File: src/rtl/clkctl_pkg.sv
package clkctl_pkg;

    localparam int REG_W   = 32;
    localparam int LANES   = REG_W / 8;

    localparam int B_PLL_STBL = 25;
    localparam int B_PLL_EN   = 24;
    localparam int B_CFD_EN   = 19;
    localparam int B_BYPASS   = 18;
    localparam int B_XT_STBL  = 17;
    localparam int B_XT_EN    = 16;
    localparam int CAL_LSB    = 8;
    localparam int CAL_W      = 8;
    localparam int TRIM_LSB   = 2;
    localparam int TRIM_W     = 6;
    localparam int B_RC_STBL  = 1;
    localparam int B_RC_EN    = 0;

    localparam logic [CAL_W-1:0]  CAL_UNLOCK = 8'h5A;
    localparam logic [TRIM_W-1:0] TRIM_RST   = 6'h20;

    typedef enum logic [1:0] {
        SRC_RC   = 2'd0,
        SRC_XTAL = 2'd1,
        SRC_PLL  = 2'd2,
        SRC_NONE = 2'd3
    } src_e;

    typedef struct packed {
        logic              pll_en;
        logic              cfd_en;
        logic              bypass;
        logic              xt_en;
        logic [CAL_W-1:0]  cal;
        logic [TRIM_W-1:0] trim;
        logic              rc_en;
    } ctrl_t;

    typedef struct packed {
        logic pll;
        logic xt;
        logic rc;
    } stbl_t;

    function automatic logic [REG_W-1:0] pack_word(input ctrl_t c, input stbl_t s);
        logic [REG_W-1:0] w;
        w = '0;
        w[B_PLL_STBL]                 = s.pll;
        w[B_PLL_EN]                   = c.pll_en;
        w[B_CFD_EN]                   = c.cfd_en;
        w[B_BYPASS]                   = c.bypass;
        w[B_XT_STBL]                  = s.xt;
        w[B_XT_EN]                    = c.xt_en;
        w[CAL_LSB +: CAL_W]           = c.cal;
        w[TRIM_LSB +: TRIM_W]         = c.trim;
        w[B_RC_STBL]                  = s.rc;
        w[B_RC_EN]                    = c.rc_en;
        return w;
    endfunction

endpackage

File: src/rtl/clkctl_strobe.sv
module clkctl_strobe #(
    parameter int LANES = 4
) (
    input  logic               wr_en,
    input  logic [LANES-1:0]   wr_be,
    output logic [LANES*8-1:0] bit_we
);
    for (genvar g = 0; g < LANES; g++) begin : g_lane
        assign bit_we[g*8 +: 8] = {8{wr_en & wr_be[g]}};
    end
endmodule

File: src/rtl/clkctl_en_bit.sv
module clkctl_en_bit #(
    parameter logic RST_VAL = 1'b0
) (
    input  logic clk,
    input  logic rst,
    input  logic we,
    input  logic wd,
    input  logic in_use,
    input  logic hw_set,
    input  logic hw_clr,
    output logic q,
    output logic d
);
    always_comb begin
        d = q;
        if (we) begin
            // software may raise the bit, but not drop a source in use
            if (!(in_use && !wd)) d = wd;
        end
        if (hw_set) d = 1'b1;
        if (hw_clr) d = 1'b0;
    end

    always_ff @(posedge clk) begin
        if (rst) q <= RST_VAL;
        else     q <= d;
    end
endmodule

File: src/rtl/clkctl_stable.sv
module clkctl_stable #(
    parameter int           N       = 3,
    parameter logic [N-1:0] RST_VAL = '0
) (
    input  logic         clk,
    input  logic         rst,
    input  logic [N-1:0] ready,
    input  logic [N-1:0] en_next,
    output logic [N-1:0] q
);
    for (genvar g = 0; g < N; g++) begin : g_src
        always_ff @(posedge clk) begin
            if (rst) q[g] <= RST_VAL[g];
            else     q[g] <= ready[g] & en_next[g];
        end
    end
endmodule

File: src/rtl/clk_ctrl_reg.sv
module clk_ctrl_reg
    import clkctl_pkg::*;
(
    input  logic        clk,
    input  logic        rst,
    input  logic        wr_en,
    input  logic [3:0]  wr_be,
    input  logic [31:0] wr_data,
    output logic [31:0] rd_data,
    input  logic        pll_ready,
    input  logic        xtal_ready,
    input  logic        rc_ready,
    input  logic [1:0]  sysclk_src,
    input  logic        lp_enter,
    input  logic        lp_exit,
    input  logic        xtal_fail,
    input  logic [7:0]  cal_key,
    input  logic [7:0]  cal_factory,
    output logic        pll_en,
    output logic        xtal_en,
    output logic        xtal_bypass,
    output logic        cfd_en,
    output logic        rc_en,
    output logic [7:0]  rc_cal,
    output logic [5:0]  rc_trim
);
    logic [REG_W-1:0] bit_we;
    ctrl_t            ctl;
    stbl_t            stb;
    logic             pll_d, xt_d, rc_d;
    logic             rc_hw_set;
    src_e             src;

    assign src = src_e'(sysclk_src);

    clkctl_strobe #(.LANES(LANES)) u_strobe (
        .wr_en (wr_en),
        .wr_be (wr_be),
        .bit_we(bit_we)
    );

    clkctl_en_bit #(.RST_VAL(1'b0)) u_pll_en (
        .clk(clk), .rst(rst),
        .we(bit_we[B_PLL_EN]), .wd(wr_data[B_PLL_EN]),
        .in_use(src == SRC_PLL),
        .hw_set(1'b0), .hw_clr(lp_enter),
        .q(ctl.pll_en), .d(pll_d)
    );

    clkctl_en_bit #(.RST_VAL(1'b0)) u_xt_en (
        .clk(clk), .rst(rst),
        .we(bit_we[B_XT_EN]), .wd(wr_data[B_XT_EN]),
        .in_use(src == SRC_XTAL),
        .hw_set(1'b0), .hw_clr(lp_enter),
        .q(ctl.xt_en), .d(xt_d)
    );

    assign rc_hw_set = lp_exit | (xtal_fail & ctl.cfd_en);

    clkctl_en_bit #(.RST_VAL(1'b1)) u_rc_en (
        .clk(clk), .rst(rst),
        .we(bit_we[B_RC_EN]), .wd(wr_data[B_RC_EN]),
        .in_use(src == SRC_RC),
        .hw_set(rc_hw_set), .hw_clr(1'b0),
        .q(ctl.rc_en), .d(rc_d)
    );

    // plain and interlocked data fields
    always_ff @(posedge clk) begin
        if (rst) begin
            ctl.cfd_en <= 1'b0;
            ctl.bypass <= 1'b0;
            ctl.cal    <= cal_factory;
            ctl.trim   <= TRIM_RST;
        end else begin
            if (bit_we[B_CFD_EN])
                ctl.cfd_en <= wr_data[B_CFD_EN];
            if (bit_we[B_BYPASS] && !ctl.xt_en)
                ctl.bypass <= wr_data[B_BYPASS];
            if (bit_we[CAL_LSB] && cal_key == CAL_UNLOCK)
                ctl.cal <= wr_data[CAL_LSB +: CAL_W];
            if (bit_we[TRIM_LSB])
                ctl.trim <= wr_data[TRIM_LSB +: TRIM_W];
        end
    end

    clkctl_stable #(.N(3), .RST_VAL(3'b001)) u_stable (
        .clk    (clk),
        .rst    (rst),
        .ready  ({pll_ready, xtal_ready, rc_ready}),
        .en_next({pll_d, xt_d, rc_d}),
        .q      (stb)
    );

    assign rd_data     = pack_word(ctl, stb);
    assign pll_en      = ctl.pll_en;
    assign xtal_en     = ctl.xt_en;
    assign xtal_bypass = ctl.bypass;
    assign cfd_en      = ctl.cfd_en;
    assign rc_en       = ctl.rc_en;
    assign rc_cal      = ctl.cal;
    assign rc_trim     = ctl.trim;
endmodule

File: config.mk
export PLATFORM = sky130hd
export DESIGN_NAME = clk_ctrl_reg
export DESIGN_NICKNAME = d
export VERILOG_FILES = /design/src/rtl/clkctl_pkg.sv /design/src/rtl/clkctl_strobe.sv /design/src/rtl/clkctl_en_bit.sv /design/src/rtl/clkctl_stable.sv /design/src/rtl/clk_ctrl_reg.sv
export SDC_FILE = /design/constraint.sdc
export NUM_CORES = 1
export LEC_CHECK = 0
export ABC_AREA = 1
export BUFFER_PORTS_ARGS = -buffer_cell sky130_fd_sc_hd__buf_4
export CAP_MARGIN = 15
export CORE_ASPECT_RATIO = 0.7
export CORE_MARGIN = 1.5
export CORE_UTILIZATION = 35
export DETAILED_ROUTE_END_ITERATION = 8
export GPL_TIMING_DRIVEN = 0
export PLACE_DENSITY = 0.79
export SLEW_MARGIN = 20
export SYNTH_ARGS = -nofsm -noshare
export SYNTH_HDL_FRONTEND = slang
export SYNTH_SLANG_ARGS = --single-unit
File: constraint.sdc
create_clock -name clk -period 1.3 [get_ports clk]
set_input_delay 0.065 -clock clk [delete_from_list [all_inputs] [get_ports clk]]
set_output_delay 0.065 -clock clk [all_outputs]
set_load 0.005 [all_outputs]
== Yosys cells after proc, flatten, opt, wreduce, memory -nomap -nowiden ==
Cells that the tools add are included.

* Register bits after elaboration: 22
* Input port bits: 63
* Output and inout bits: 51
* Word-level logic and storage cells: 45

* Equal/unequal tests: 3
* Muxes and demuxes: 12
* Bitwise operators: 9
* Reduce and logical (&&, ||, !) cells: 11

{| class="wikitable"
|+ Operators by type and width
! kind !! number
|-
| two-way mux 14 bit || 1
|-
| two-way mux 1 bit || 9
|-
| bitwise AND 1 bit || 8
|-
| == test 8 x 7 -> 1 bit, second input constant || 1
|-
| two-way mux 8 bit || 1
|-
| two-way mux 6 bit || 1
|-
| logical AND 1 bit || 5
|-
| zero test 1 bit || 4
|-
| == test 2 x 1 -> 1 bit, second input constant || 1
|-
| == test 2 bit, second input constant || 1
|-
| zero test 2 bit || 1
|-
| nonzero test 2 bit || 1
|-
| OR 1 bit || 1
|}

== Longest topological paths before layout ==
* Depth in word-level cells: 6
* Gate-level depth with buffers: 7
* Gate-level depth less buffers: 7

== Cells and area by module ==
A second synthesis with hierarchy kept.

* Cells, all modules: 192
* Area, all modules: 1428.9 um^2

{| class="wikitable"
|+ Modules (own cells, without submodules)
! module !! times used !! cells each !! area an instance (um^2) !! seq. area each (um^2)
|-
| clk_ctrl_reg || 1 || 115 || 923.4 || 400.4
|-
| clkctl_strobe || 1 || 36 || 240.2 || 0.0
|-
| clkctl_en_bit (u_pll_en ...) || 2 || 10 || 60.1 || 20.0
|-
| clkctl_stable || 1 || 10 || 86.3 || 60.1
|-
| clkctl_en_bit (u_rc_en) || 1 || 11 || 58.8 || 20.0
|}

== Worst setup path before layout ==
OpenSTA, ideal clock, no wires.

* Path kind: in2reg
* Start: in cal_key[0]
* End: reg ctl (netlist bit rc_cal[0]) (enable)
* Setup time: 374 ps
* Arrival time: 656 ps
* Required time: 926 ps
* Setup slack: 271 ps
* Stages: 3
* Buffers on the path: 0
* Path through: nor2_1 > nand4_1 > o21ai_1

* Longest elaborated chain between the ends: 3

{| class="wikitable"
|+ Ends and longest elaborated chain
! item !! line !! RTL
|-
| from (decl) || clk_ctrl_reg.sv:17 || <nowiki>input logic [7:0] cal_key,</nowiki>
|-
| == test 8 x 7 -> 1 bit || clk_ctrl_reg.sv:80 || <nowiki>if (bit_we[CAL_LSB] && cal_key == CAL_UNLOCK)</nowiki>
|-
| logical AND 1 bit || clk_ctrl_reg.sv:80 ||
|-
| nonzero test 2 bit (no line) || - ||
|-
| to (decl) || clk_ctrl_reg.sv:28 || <nowiki>ctrl_t ctl;</nowiki>
|}

Every way passes these cells.
A chain may end at the register's enable or synchronous reset.

== Worst setup path after layout ==
Ends and elaborated chain as after synthesis.

==> metrics.txt <==
Area growth syn-to-layout 74.3%; RSZ-0062 raised after global routing false; routability cong. 0.709; antenna violations before repair 0; Fill cells roughly 300; Synth top area share 0.245; top post-synthesis cells by area dfxtp_1 25%, edfxtp_1 21%, buf_4 19%; number of diodes 0; first-pass GRT wire length around 4600 µm; leading area contributor after synthesis dfxtp_1; worst path arrival time 0.94 ns; dpl hpwl approximately 2400 µm; sw frac 0.212; final wirelength 2910 µm; setup ws final 0.255 ns; Slowest-stage cell, CP o21ai_1; FP Rows 17; DP Worst Slack -0.0358 ns; Synth Instances about 150; Tot GR Track Use 0.162; # IOs between 100 and 150; Final period util 0.804; placed insts between 200 and 300; worst path required time ~1.2 ns; Final Hold Viols 0; startpoint types input pin; Hold Crit Class in -> reg; Seq pwr share 0.425; port bufs 90; Initial Util 0.365; # setup viols final 0; Seq cells post-synth 22; Vias per Instance just over 4; crit path kind in -> reg; worst hold path depth 3; endpoint class of the critical path register; CTS clk-pin slew, worst paths about 0.080 ns; Register-to-Register Path Depth 4; Pwr Density roughly 940 mW/mm²; Overflow after GRT 0; Int Pwr 1.47 mW; total power around 1.9 mW; total CTS buffers 3; switching power between 0.3 and 0.4 mW; fin cells about 290; VDD IR max around 0.58 mV; Max Cap Viol 0; cell area after synthesis about 0.0011 mm²; clock root buffer clkbuf_8; commonest non-fill, non-tap cell in the layout buf_4; most frequent cells in the layout 119 x buf_4, 41 x nand2_1, 20 x nor2_1; worst slew pin tran slightly above 0.7 ns; Die Width about 70 µm; Slew Limit Fails 0; DRC violations left 0; Max-slew headroom 0.520; final net count between 300 and 400; Tmin final between 1 and 1.5 ns; Syn Area/Cell just under 8 µm²; clock sink total 22; Yosys warnings 0; Die Y-Extent slightly above 50 µm; Skew-Pair Late Insertion Delay between 0.2 and 0.3 ns; CP Cell Sequence buf_4, nor2_1, nand4_1, o21ai_1; CTS tree built; layout cell share with drive strength beyond 1 0.536; final antenna-violating net count 0; via count 1,187; r2r setup slk roughly 0.54 ns; combinational share of power 0.240; CTS Buffer Depth 2; H-tree depth 1; WHS around 0.025 ns; post_cts resized 0; Setup TNS 0 ns; 1st-iter DRT viols 46; highest clock rate 957 MHz; CORE AREA ~0.0031 mm²; Crit Path Max Fanout 8; largest net degree at the start of global routing 14; Worst Skew ~0.0023 ns; Cell variety after synth 22; first-pass iteration count of the detailed router 4; status completed; sequential cell area fraction in the yosys report 0.456; P_leak between 1 and 1.5 nW; die area between 0.003 and 0.004 mm²; Crit path largest cell delay between 0.5 and 0.6 ns; clock share of power 0.335; routed length per instance a little over 10 µm; vias in the first global route about 1,100
[power by group through the flow]
stage / logic (mW) / registers (mW) / clock network (mW)
after floorplan: 0.177 / 0.809 / 0
after global placement: 0.438 / 0.805 / 0
after detailed placement: 0.447 / 0.809 / 0
after CTS: 0.453 / 0.793 / 0.644
after global routing: 0.493 / 0.799 / 0.671
final: 0.448 / 0.792 / 0.624
[stage by stage]
step,utilization,cell area (µm²)
detailed placement,0.607,1900
global route,0.637,1990
finish,0.637,1990
floorplan,-,1180
CTS,0.637,1990
global placement,0.607,1900
[registers in the layout, summed over array words and instances, names as in the netlist]
name         flops
rc_cal           8
xtal_bypass      1
cfd_en           1
rc_trim          6
u_xt_en.q        1
u_pll_en.q       1
u_stable.q       3
u_rc_en.q        1
[cells in the mapped netlist]
cell type and number:
edfxtp_1 8, nor2_1 20, clkinv_2 1, a21oi_2 1, inv_1 6, dfxtp_1 14
nand2_1 41, conb_1 1, nand4_1 2, buf_2 2, nor2_2 2, o21ai_1 8
nand3_1 1, inv_2 1, nor3_1 1, nand2_4 1, nand2_2 2, buf_4 29
clkinv_4 1, a21oi_1 1, o21ai_0 1, clkinv_1 1
[area by class of cell]
type | instances | area, µm² | share of cell area
clock inverters | 1 | 30.0 | 0.0151
clock buffers | 3 | 41.3 | 0.0207
well taps | 38 | 47.5 | 0.0239
plain buffers | 31 | 228 | 0.114
repair buffers | 92 | 696 | 0.349
inverters | 10 | 43.8 | 0.0220
flip-flops and latches | 22 | 520 | 0.261
multi-input cells | 91 | 384 | 0.193
[logic make-up after synthesis]
family	synth area share
and+or+nand+nor	0.252
DFF	0.456
other	0.00328
buffers and inverters	0.238
AOI/OAI and AO/OA	0.0515
[worst max-delay path, delay by kind of cell]
family / cells / cell delay, ns
AOI/OAI and AO/OA: 1 / 0.57
buffers and inverters: 1 / 0.10
and+or+nand+nor: 2 / 0.19
[metal layers]
| metal | vias to the layer above | GRT usage | routed length (µm) |
|---|---|---|---|
| li1 | 621 | - | - |
| met3 | 2 | 0.0602 | 335 |
| met1 | 510 | 0.183 | 1110 |
| met2 | 54 | 0.295 | 1460 |
| met4 | 0 | 0.0314 | 7 |
| met5 | - | 0 | 0 |
[worst paths after layout]
path | start | end
setup / recovery | cal_key[0] | rc_cal[0]
hold / removal | xtal_ready | u_stable.q[1]
setup reg to reg | cfd_en | u_stable.q[0]
hold reg to reg | rc_trim[4] | rc_trim[4]
[what timing repair did]
item                                   CTS  global route
hold buffers                             2             0
endpoints found under the hold margin    2             0
setup buffers                            0             0
Note: power is estimated with default switching activity, not from simulation.
